===== config.mk =====
export PLATFORM = sky130hd
export DESIGN_NAME = hc_intr_status
export DESIGN_NICKNAME = d
export VERILOG_FILES = /design/src/rtl/hcis_pkg.sv /design/src/rtl/hcis_sticky_bank.sv /design/src/rtl/hcis_enable_reg.sv /design/src/rtl/hcis_reg_port.sv /design/src/rtl/hcis_irq_gen.sv /design/src/rtl/hc_intr_status.sv
export SDC_FILE = /design/constraint.sdc
export NUM_CORES = 1
export LEC_CHECK = 0
export ABC_AREA = 1
export BUFFER_PORTS_ARGS = -buffer_cell sky130_fd_sc_hd__buf_2
export CAP_MARGIN = 5
export CORE_UTILIZATION = 35
export CTS_CLUSTER_SIZE = 25
export DETAILED_ROUTE_END_ITERATION = 7
export GPL_TIMING_DRIVEN = 0
export PLACE_DENSITY = 0.85
export SYNTH_ARGS = -nofsm -noshare
export SYNTH_HDL_FRONTEND = slang
export SYNTH_SLANG_ARGS = --single-unit

===== constraint.sdc =====
create_clock -name clk -period 1.1 [get_ports clk]
set_input_delay 0.275 -clock clk [delete_from_list [all_inputs] [get_ports clk]]
set_output_delay 0.275 -clock clk [all_outputs]
set_load 0.02 [all_outputs]

===== src/rtl/hcis_pkg.sv =====
// Package: shared constants for the interrupt status unit.
// Assumes a fixed 32-bit register word. Bit positions are part of the
// software-visible map and must not move.
package hcis_pkg;
    localparam int REG_W   = 32;
    localparam int EVT_N   = 7;
    localparam int OC_BIT  = 30;
    localparam int MIE_BIT = 31;

    // Event flag positions (LSB-0)
    typedef enum int unsigned {
        EV_SCHED_OVERRUN = 0,
        EV_WB_DONE_HEAD  = 1,
        EV_FRAME_START   = 2,
        EV_RESUME        = 3,
        EV_FATAL_ERR     = 4,
        EV_FRNUM_WRAP    = 5,
        EV_ROOTHUB_CHG   = 6
    } evt_idx_e;

    localparam logic [REG_W-1:0] EVT_MASK = {{(REG_W-EVT_N){1'b0}}, {EVT_N{1'b1}}};

    // Implemented status bits for a given build
    function automatic logic [REG_W-1:0] status_mask(input bit has_smi);
        logic [REG_W-1:0] m;
        m = EVT_MASK;
        if (has_smi) m[OC_BIT] = 1'b1;
        return m;
    endfunction

    // Implemented enable bits: status bits plus master enable
    function automatic logic [REG_W-1:0] enable_mask(input bit has_smi);
        logic [REG_W-1:0] m;
        m = status_mask(has_smi);
        m[MIE_BIT] = 1'b1;
        return m;
    endfunction
endpackage


===== src/rtl/hcis_sticky_bank.sv =====
// Module: bank of set-by-hardware, clear-by-software status flags.
// Each implemented bit sets on set_vec and clears on clr_vec; set wins.
// Bits outside IMPL_MASK are constant 0 and their inputs are ignored.
module hcis_sticky_bank #(
    parameter int              W         = 32,
    parameter logic [W-1:0]    IMPL_MASK = '1
) (
    input  logic         clk,
    input  logic         rst_n,
    input  logic [W-1:0] set_vec,
    input  logic [W-1:0] clr_vec,
    output logic [W-1:0] flags
);
    for (genvar i = 0; i < W; i++) begin : g_bit
        if (IMPL_MASK[i]) begin : g_flop
            // Purpose: latch one flag; a set in the same cycle beats a clear
            always_ff @(posedge clk) begin
                if (!rst_n)          flags[i] <= 1'b0;
                else if (set_vec[i]) flags[i] <= 1'b1;
                else if (clr_vec[i]) flags[i] <= 1'b0;
            end
        end else begin : g_tie
            logic unused_in;
            assign unused_in = set_vec[i] ^ clr_vec[i];
            assign flags[i]  = 1'b0;
        end
    end
endmodule


===== src/rtl/hcis_enable_reg.sv =====
// Module: plain read/write enable word.
// Only bits in IMPL_MASK are stored; the rest read as 0.
module hcis_enable_reg #(
    parameter int           W         = 32,
    parameter logic [W-1:0] IMPL_MASK = '1
) (
    input  logic         clk,
    input  logic         rst_n,
    input  logic         wr_en,
    input  logic [W-1:0] wdata,
    output logic [W-1:0] q
);
    // Purpose: load masked write data, clear on reset
    always_ff @(posedge clk) begin
        if (!rst_n)     q <= '0;
        else if (wr_en) q <= wdata & IMPL_MASK;
    end
endmodule


===== src/rtl/hcis_reg_port.sv =====
// Module: address decode for the two-word register port.
// Produces the write-one-to-clear vector, the enable write strobe and
// the combinational read mux. Unknown addresses read 0 and ignore writes.
module hcis_reg_port #(
    parameter int ADDR_W      = 4,
    parameter int STATUS_ADDR = 0,
    parameter int ENABLE_ADDR = 1
) (
    input  logic                     bus_wr,
    input  logic [ADDR_W-1:0]        bus_addr,
    input  logic [hcis_pkg::REG_W-1:0] bus_wdata,
    input  logic [hcis_pkg::REG_W-1:0] sts,
    input  logic [hcis_pkg::REG_W-1:0] en,
    output logic [hcis_pkg::REG_W-1:0] clr_vec,
    output logic                     en_wr,
    output logic [hcis_pkg::REG_W-1:0] bus_rdata
);
    localparam logic [ADDR_W-1:0] A_STS = ADDR_W'(STATUS_ADDR);
    localparam logic [ADDR_W-1:0] A_EN  = ADDR_W'(ENABLE_ADDR);

    logic hit_sts, hit_en;

    // Purpose: decode the address into register hits
    always_comb begin
        hit_sts = (bus_addr == A_STS);
        hit_en  = (bus_addr == A_EN);
    end

    // Purpose: derive write side effects
    always_comb begin
        clr_vec = (bus_wr && hit_sts) ? bus_wdata : '0;
        en_wr   = bus_wr && hit_en;
    end

    // Purpose: select read data
    always_comb begin
        if (hit_sts)     bus_rdata = sts;
        else if (hit_en) bus_rdata = en;
        else             bus_rdata = '0;
    end
endmodule


===== src/rtl/hcis_irq_gen.sv =====
// Module: interrupt request generation.
// irq: any enabled event flag, gated by the master enable.
// smi: ownership-change flag with its own enable, master ignored.
module hcis_irq_gen #(
    parameter bit HAS_SMI = 1'b1
) (
    input  logic [hcis_pkg::REG_W-1:0] sts,
    input  logic [hcis_pkg::REG_W-1:0] en,
    output logic                       irq,
    output logic                       smi
);
    import hcis_pkg::*;

    logic [EVT_N-1:0] pending;

    // Purpose: find enabled event flags and gate them with the master
    always_comb begin
        pending = sts[EVT_N-1:0] & en[EVT_N-1:0];
        irq     = en[MIE_BIT] & (|pending);
    end

    if (HAS_SMI) begin : g_smi
        assign smi = sts[OC_BIT] & en[OC_BIT];
    end else begin : g_nosmi
        logic unused_oc;
        assign unused_oc = sts[OC_BIT] ^ en[OC_BIT];
        assign smi       = 1'b0;
    end

    logic unused_bits;
    assign unused_bits = ^{sts[REG_W-1:OC_BIT+1], sts[OC_BIT-1:EVT_N], en[OC_BIT-1:EVT_N]};
endmodule


===== src/rtl/hc_intr_status.sv =====
// Module: top of the host controller interrupt status unit.
// Assumes event pulses and oc_req are synchronous single-cycle pulses.
// Composes the sticky status bank, enable word, register port and IRQ logic.
module hc_intr_status #(
    parameter int ADDR_W      = 4,
    parameter int STATUS_ADDR = 0,
    parameter int ENABLE_ADDR = 1,
    parameter bit HAS_SMI     = 1'b1
) (
    input  logic              clk,
    input  logic              rst_n,
    input  logic [6:0]        evt_pulse,
    input  logic              oc_req,
    input  logic              bus_wr,
    input  logic [ADDR_W-1:0] bus_addr,
    input  logic [31:0]       bus_wdata,
    output logic [31:0]       bus_rdata,
    output logic              irq,
    output logic              smi
);
    import hcis_pkg::*;

    localparam logic [REG_W-1:0] STS_MASK = status_mask(HAS_SMI);
    localparam logic [REG_W-1:0] EN_MASK  = enable_mask(HAS_SMI);

    logic [REG_W-1:0] sts_q, en_q, set_vec, clr_vec;
    logic             en_wr;

    // Purpose: place hardware event sources at their status positions
    always_comb begin
        set_vec               = '0;
        set_vec[EVT_N-1:0]    = evt_pulse;
        set_vec[OC_BIT]       = oc_req;
    end

    hcis_sticky_bank #(.W(REG_W), .IMPL_MASK(STS_MASK)) u_bank (
        .clk(clk), .rst_n(rst_n), .set_vec(set_vec), .clr_vec(clr_vec), .flags(sts_q)
    );

    hcis_enable_reg #(.W(REG_W), .IMPL_MASK(EN_MASK)) u_en (
        .clk(clk), .rst_n(rst_n), .wr_en(en_wr), .wdata(bus_wdata), .q(en_q)
    );

    hcis_reg_port #(.ADDR_W(ADDR_W), .STATUS_ADDR(STATUS_ADDR), .ENABLE_ADDR(ENABLE_ADDR)) u_port (
        .bus_wr(bus_wr), .bus_addr(bus_addr), .bus_wdata(bus_wdata),
        .sts(sts_q), .en(en_q), .clr_vec(clr_vec), .en_wr(en_wr), .bus_rdata(bus_rdata)
    );

    hcis_irq_gen #(.HAS_SMI(HAS_SMI)) u_irq (
        .sts(sts_q), .en(en_q), .irq(irq), .smi(smi)
    );
endmodule


==> flow_metrics.tcl, run 1 <==
set metrics [dict create \
    pre_cts_ws_ps -457 \
    cts_buffers 3 \
    leakage_uw 0.000938 \
    fp-row-count 19 \
    grt_usage 0.185 \
    drive_gt1_frac 0.506 \
    vias_per_cell 4.52 \
    fin_util 0.664 \
    ir_worst_vdd_v 0.000561 \
    rsz0062_at_grt "yes" \
    status "finished with violations" \
    cts_hold_buf 0 \
    antenna_found_initial 0 \
    wl_per_cell_um 11.6 \
    hold_violations 0 \
    fmax_ghz 0.678 \
    root_buffer "clkbuf_4" \
    stdcell_area_um2 1860 \
    grt_pass1_vias 1009 \
    start_kind "register" \
    clkLatencyLatePin_ps 290 \
    finalCriticalPeriod_ps 1470 \
    crit_path_end_kind "primary output" \
    grt_max_degree 11 \
    synthArstFlopShare 0 \
    violations "design-rule violations, negative setup slack" \
    synth.largest_area_cell "dfxtp_1" \
    path_clk_slew_ps 110 \
    synth_area_leaders "dfxtp_1, buf_4, nand2_1" \
    hold_path_class "input pin to register" \
    synth_cell_types 18 \
    placement.cell_area_um2 1490 \
    first_pass_iters 6 \
    drtIter0Drc 32 \
    post_synth.cell_area_avg_um2 6.63 \
    setup_viol 11 \
    maxCapViolCount 0 \
    gp_congestion 0.795 \
    cts_tree "built" \
    cp_data_arrival_time_ps 1200 \
    yosys_warnings 0 \
    synth_top_area_share 0.321 \
    die_h_um 57.1 \
    ys_seq_area_frac 0.321 \
    vias 1193 \
    setup_tns_ps -2550 \
    port_buffers 32 \
    drc 10 \
    drv_slew 0 \
    hpwlAfterDp_um 1970 \
    layout.nets 281 \
    areaGrowthSynthToFinish_pct 75.5 \
    crit_fanout 2 \
    worstSetupPathType "register to primary output" \
    routed_wl_um 3050 \
    die_area_um2 3260 \
    n_fill_cell 230 \
    cts_buffer_depth 2 \
    initial_core_util 0.378 \
    syn_inst 160 \
    post-route-period-util 1.34 \
    p_per_area_nw_per_um2 785 \
    synth_flop_cell "dfxtp_1" \
    die_w_um 57.1 \
    postRouteAntennaNets 0 \
    synth_area_um2 1060 \
    synth_most_common_cell "nand2_1" \
    ys_ff_latch 17 \
    synth_edf_count 0 \
    synthTopCellsByCount "nand2_1, buf_4, inv_1" \
    skew_ps 0 \
    io_pins 81 \
    overflow 0 \
    grt_pass1_wl_um 4480 \
    htreeDepth 1 \
    worst_slack_ps -374 \
    worstPathRequired_ps 820 \
    core_area_um2 2810 \
    clkSinkCount 17 \
    antenna_cells 0 \
]
==> registers in the layout (all words and copies together) (netlist names) <==
name          cells
u_en.q            9
u_bank.flags      8
==> worst max-delay path: stages, from the launching register on <==
cell and delay, ps:
dfxtp_2 340, nand2_1 60, and3_4 180, a21oi_2 150
buf_4 160
==> repair_timing <==
item,in CTS,in global routing
pin swaps,14,10
setup endpoints to repair,11,20
cloned,2,1
buffers inserted,8,5
gates resized for setup,56,12
==> metrics by stage <==
stage,hold slack [ps],cells,total power [µW]
2_1_floorplan,409,182,933
5_1_grt,180,264,1530
3_5_place_dp,458,245,1010
4_1_cts,184,259,1430
3_3_place_gp,450,245,1010
6_report,178,264,1460
==> placed cells by master, fill, tap and decap left out, drive strengths merged <==
cell type,netlist,layout
buf,28,73
inv,23,23
conb,1,23
clkinv,0,1
a21oi,9,9
and3,1,1
nand3,6,6
nand4,8,8
dfxtp,17,17
o22ai,3,3
o21ai,7,7
nand2,34,35
nor2,23,23
clkbuf,0,4
==> layer usage <==
metal / share of wire / GRT usage
met4: 0.030 / 0.118
met2: 0.51 / 0.301
met1: 0.40 / 0.223
met5: 0 / 0
met3: 0.060 / 0.0385
==> cell type report <==
| cell class | count | area, µm² | area share |
|---|---|---|---|
| clock inverters | 1 | 5.00 | 0.00269 |
| repair buffers | 46 | 419 | 0.225 |
| multi-input cells | 115 | 706 | 0.379 |
| well taps | 31 | 38.8 | 0.0208 |
| plain buffers | 28 | 228 | 0.122 |
| flip-flops and latches | 17 | 354 | 0.190 |
| inverters | 23 | 88.8 | 0.0477 |
| clock buffers | 3 | 22.5 | 0.0121 |
==> report_power, final <==
group / total [µW] / switching, µW / internal, µW
clock: 353 / 217 / 136
combinational: 442 / 240 / 202
sequential: 667 / 18.6 / 648
==> kinds of logic (layout without fill, tap and decap cells) <==
logic type	after synthesis	after routing	share of synthesized area
and+or+nand+nor	72	73	0.309
buffers and inverters	51	101	0.274
AOI/OAI and AO/OA	19	19	0.0932
DFF	17	17	0.321
other	1	23	0.00353
==> final timing paths <==
path                            slack [ps]  cells past startpoint             start                to
worst min-delay path                   180                      3      evt_pulse[5]   u_bank.flags[5]
worst max register to register         370                      4        u_en.q[30]        u_en.q[30]
worst min register to register         470                      2  u_bank.flags[30]  u_bank.flags[30]
worst max-delay path                  -370                      4   u_bank.flags[6]               irq
(Power assumes the default switching activity.)
==> run 2: changes to the inputs <==
CORE_UTILIZATION = 39   (was 35)
PLACE_DENSITY = 0.89   (was 0.85)
clock period = 1.45 ns   (was 1.1 ns; I/O delays follow)
==> run 2 against run 1 <==
  * The flow finishes with violations (negative setup slack)
  * Combinational power decreased by 24%
  * Die area decreased by 9.9%
  * Final cell count increased by 1.5%
  * Sequential share of layout area increased by 0.81 points
  * Count of clock-buffer cells in the layout increased by 1
  * Sequential power decreased by 24%
  * First-iteration DRC count increased to 2.7 times the previous value
  * Clock power decreased by 26%
  * Flip-flop and latch count unchanged
  * Hold slack improved by 110 ps
  * Clock skew unchanged
  * Wire length increased by 14%
==> flow_metrics.tcl, run 2 (synthesized netlist as in run 1, its figures left out) <==
set metrics [dict create \
    status "finished with violations" \
    violations "negative setup slack" \
    wl_per_cell_um 13.0 \
    maxCapViolCount 0 \
    drc 0 \
    layout.nets 286 \
    clkSinkCount 17 \
    port_buffers 32 \
    fmax_ghz 0.646 \
    core_area_um2 2520 \
    setup_viol 9 \
    hold_violations 0 \
    grt_usage 0.222 \
    finalCriticalPeriod_ps 1550 \
    ir_worst_vdd_v 0.000496 \
    reg2reg_depth 4 \
    cts_buffer_depth 2 \
    hold_path_class "input pin to register" \
    postRouteAntennaNets 0 \
    p_sw_uw 352 \
    reg_top3 "u_en.q: 9 flops, u_bank.flags: 8 flops" \
    start_kind "register" \
    vias_per_cell 4.76 \
    switching_share 0.318 \
    cts_tree "built" \
    placement.cell_area_um2 1360 \
    io_pins 81 \
    hpwlAfterDp_um 1740 \
    rsz0062_at_grt "yes" \
    grt_pass1_wl_um 4660 \
    cts_hold_buf 0 \
    drv_slew 0 \
    mostFrequentLayoutCell "buf_4" \
    crit_fanout 2 \
    overflow 0 \
    clkLatencyLatePin_ps 290 \
    die_h_um 54.2 \
    root_buffer "clkbuf_4" \
    areaGrowthSynthToFinish_pct 67.7 \
    cp_data_arrival_time_ps 1190 \
    largest_reg_flops 9 \
    worstPathRequired_ps 1090 \
    grt_pass1_vias 1023 \
    power_frac_seq 0.460 \
    worst_slack_ps -99.1 \
    n_fill_cell 184 \
    p_int_uw 755 \
    skew_ps 0 \
    vias 1277 \
    htreeDepth 1 \
    die_area_um2 2930 \
    path_clk_slew_ps 110 \
    routed_wl_um 3480 \
    clkPwrFrac 0.236 \
    die_w_um 54.2 \
    setup_tns_ps -402 \
    worstSetupPathType "register to primary output" \
    first_pass_iters 4 \
    stdcell_area_um2 1780 \
    grt_max_degree 11 \
    comb_power_share 0.304 \
    top_register "u_en.q" \
    antenna_cells 0 \
    p_per_area_nw_per_um2 622 \
    crit_path_end_kind "primary output" \
    post-route-period-util 1.07 \
    leakage_uw 0.000957 \
    hold_depth 3 \
    holdWs_ps 286 \
    drive_gt1_frac 0.504 \
    antenna_found_initial 0 \
    drtIter0Drc 86 \
    cts_buffers 3 \
    gp_congestion 0.816 \
    final_cell_mix "buf_4, nand2_1, conb_1" \
    pre_cts_ws_ps -353 \
    initial_core_util 0.421 \
    fp-row-count 18 \
    rrSetupSlack_ps 670 \
]
run 2: power by group through the flow:
stage	sequential, µW	clock, µW	combinational [µW]
after CTS	506	257	298
after global placement	511	0	227
final	509	261	337
after global routing	511	299	359
after floorplan	509	0	175
after detailed placement	512	0	228
run 2: worst paths after layout:
kind	from	to
setup / recovery	u_bank.flags[3]	irq
hold reg to reg	u_bank.flags[2]	u_bank.flags[2]
hold / removal	evt_pulse[0]	u_bank.flags[0]
setup reg to reg	u_en.q[4]	u_en.q[4]
run 2: per-layer routing:
metal	GRT usage	vias up	routed length, µm
li1	-	614	-
met1	0.301	567	1320
met2	0.362	86	1770
met3	0.0395	10	339
met4	0.0513	0	48
met5	0	-	0
run 2: area by class of cell:
class / instances / area [µm²] / share of cell area
multi-input combinational: 115 / 644 / 0.362
timing repair buffer: 51 / 415 / 0.233
sequential: 17 / 353 / 0.198
buffer: 28 / 216 / 0.122
inverter: 23 / 86.3 / 0.0485
tap: 30 / 37.5 / 0.0211
clock buffer: 4 / 26.3 / 0.0148
run 2: through the flow:
stage          std cells   util  total power [µW]
2_1_floorplan        182      -               684
3_3_place_gp         244  0.539               738
3_5_place_dp         244  0.539               740
4_1_cts              262  0.665              1060
5_1_grt              268  0.705              1170
6_report             268  0.705              1110
run 2: worst max-delay path: stages (launching register included):
cell and delay, ps:
dfxtp_2 350, inv_2 50, o21ai_1 140, nor2_1 90, a21oi_2 120, buf_4 150
run 2: repair_timing:
item | CTS | global route
pin swaps | 10 | 7
cloned | 1 | 0
setup buffers | 13 | 6
gates resized for setup | 48 | 19
endpoints found under the setup margin | 10 | 10
==> run 3: changes to the inputs <==
ABC_AREA = not set   (was 1)
==> run 3 against run 2 <==
  * The flow still finishes with violations (negative setup slack)
  * Hold slack gained 28 ps
  * Clock skew did not move
  * Final area shrank 6.8%
  * Flip-flop and latch count did not move
  * Final cell count fell by 19%
  * Via count fell by 20%
  * Critical endpoint unchanged
==> flow_metrics.tcl, run 3 <==
set metrics [dict create \
    status "finished with violations" \
    violations "negative setup slack" \
    top_register "u_en.q" \
    hold_violations 0 \
    syn_inst 125 \
    power.total_uw 1060 \
    start_kind "register" \
    antenna_found_initial 0 \
    synth_flop_cell "dfxtp_1" \
    synth_edf_count 0 \
    clkPwrFrac 0.234 \
    leakage_uw 0.000778 \
    port_buffers 32 \
    vias 1024 \
    htreeDepth 1 \
    fp-row-count 18 \
    crit_fanout 3 \
    cts_buffers 3 \
    postRouteAntennaNets 0 \
    initial_core_util 0.416 \
    worstPathRequired_ps 1090 \
    holdWs_ps 314 \
    clkSinkCount 17 \
    cts_tree "built" \
    hold_path_class "input pin to register" \
    p_per_area_nw_per_um2 639 \
    finalCriticalPeriod_ps 1690 \
    gp_congestion 0.774 \
    drc 0 \
    cts_buffer_depth 2 \
    placement.cell_area_um2 1450 \
    drv_slew 0 \
    relSlewSlack 0.564 \
    antenna_cells 0 \
    fmax_ghz 0.593 \
    layout.nets 235 \
    wl_per_cell_um 11.9 \
    synth_area_um2 1040 \
    cts_hold_buf 0 \
    synth_top_area_share 0.327 \
    die_area_um2 2880 \
    overflow 0 \
    cp_data_arrival_time_ps 1320 \
    comb_power_share 0.287 \
    vias_per_cell 4.72 \
    io_pins 81 \
    maxCapViolCount 0 \
    die_w_um 53.7 \
    grt_max_degree 11 \
    die_h_um 53.7 \
    p_sw_uw 318 \
    largest_reg_flops 9 \
    synth_cell_types 19 \
    setup_viol 10 \
    skew_ps 0 \
    crit_path_end_kind "primary output" \
    grt_pass1_wl_um 3910 \
    grt_usage 0.189 \
    core_area_um2 2500 \
    synth_area_leaders "dfxtp_1, buf_4, mux2i_1" \
    synth.largest_area_cell "dfxtp_1" \
    path_clk_slew_ps 100 \
    worstSetupPathType "register to primary output" \
    grt_pass1_vias 917 \
    root_buffer "clkbuf_4" \
    post_synth.cell_area_avg_um2 8.33 \
    post-route-period-util 1.16 \
    worst_pin_slew_ps 651 \
    power_frac_seq 0.479 \
    ys_seq_area_frac 0.327 \
    final_cell_mix "buf_4, conb_1, nand2_1, buf_2, dfxtp_1" \
    synth_most_common_cell "buf_4" \
    clkLatencyLatePin_ps 280 \
    fin_util 0.664 \
    areaGrowthSynthToFinish_pct 59.4 \
    ys_ff_latch 17 \
    ir_worst_vdd_v 0.000657 \
    synthArstFlopShare 0 \
    setup_tns_ps -885 \
    rsz0062_at_grt "yes" \
    drive_gt1_frac 0.465 \
    stdcell_area_um2 1660 \
    first_pass_iters 4 \
    worst_slack_ps -236 \
    yosys_warnings 0 \
    routed_wl_um 2580 \
    switching_share 0.300 \
    mostFrequentLayoutCell "buf_4" \
    reg_top3 "u_en.q: 9 flops, u_bank.flags: 8 flops" \
    drtIter0Drc 23 \
    p_int_uw 742 \
    synthTopCellsByCount "buf_4, nand2_1, dfxtp_1, mux2i_1, nor2_1" \
]
run 3: layer usage:
layer	GRT usage	up-vias	share of wire
met4	0.0395	0	0.010
met5	0	-	0
met3	0.0650	4	0.079
li1	-	505	-
met1	0.195	456	0.39
met2	0.362	59	0.52
run 3: logic make-up (layout without fill, tap and decap cells):
| group | Yosys count | in the layout | share of synthesized area |
|---|---|---|---|
| mux | 17 | 17 | 0.163 |
| other cells | 1 | 23 | 0.00360 |
| compound gates | 20 | 20 | 0.107 |
| buf+inv | 30 | 69 | 0.194 |
| simple gates | 40 | 41 | 0.206 |
| flops | 17 | 17 | 0.327 |
run 3: timing repair:
action / in CTS / in global routing
cloned: 2 / 0
setup buffers: 1 / 2
endpoints found under the setup margin: 10 / 10
pin swaps: 6 / 5
resized for setup: 38 / 2
run 3: layout make-up:
type / instances / area [µm²]
sequential: 17 / 343
tap: 30 / 37.5
inverter: 1 / 3.75
multi-input combinational: 101 / 738
buffer: 28 / 215
timing repair buffer: 36 / 295
fill: 210 / 841
clock buffer: 4 / 26.3
run 3: worst max-delay path: stages (launching register included):
cell and delay, ps:
dfxtp_2 340, a222oi_1 370, a31oi_1 150, buf_4 180
run 3: metrics by stage:
step,setup slack [ps],instances
after floorplan,9.37,147
after global placement,-213,209
after detailed placement,-233,209
after CTS,-234,215
after global routing,-320,217
final,-236,217
run 3: power groups by stage:
| stage | logic [µW] | registers [µW] | clock network [µW] |
|---|---|---|---|
| after CTS | 293 | 507 | 252 |
| after global placement | 255 | 514 | 0 |
| after floorplan | 204 | 510 | 0 |
| after detailed placement | 258 | 515 | 0 |
| final | 304 | 508 | 248 |
| after global routing | 326 | 511 | 278 |
run 3: worst paths after layout:
path               startpoint               end  slack, ps  cells after the start
max           u_bank.flags[5]               irq       -240                      3
min              bus_wdata[3]         u_en.q[3]        310                      3
max reg2reg  u_bank.flags[30]  u_bank.flags[30]        720                      2
min reg2reg         u_en.q[1]         u_en.q[1]        500                      2
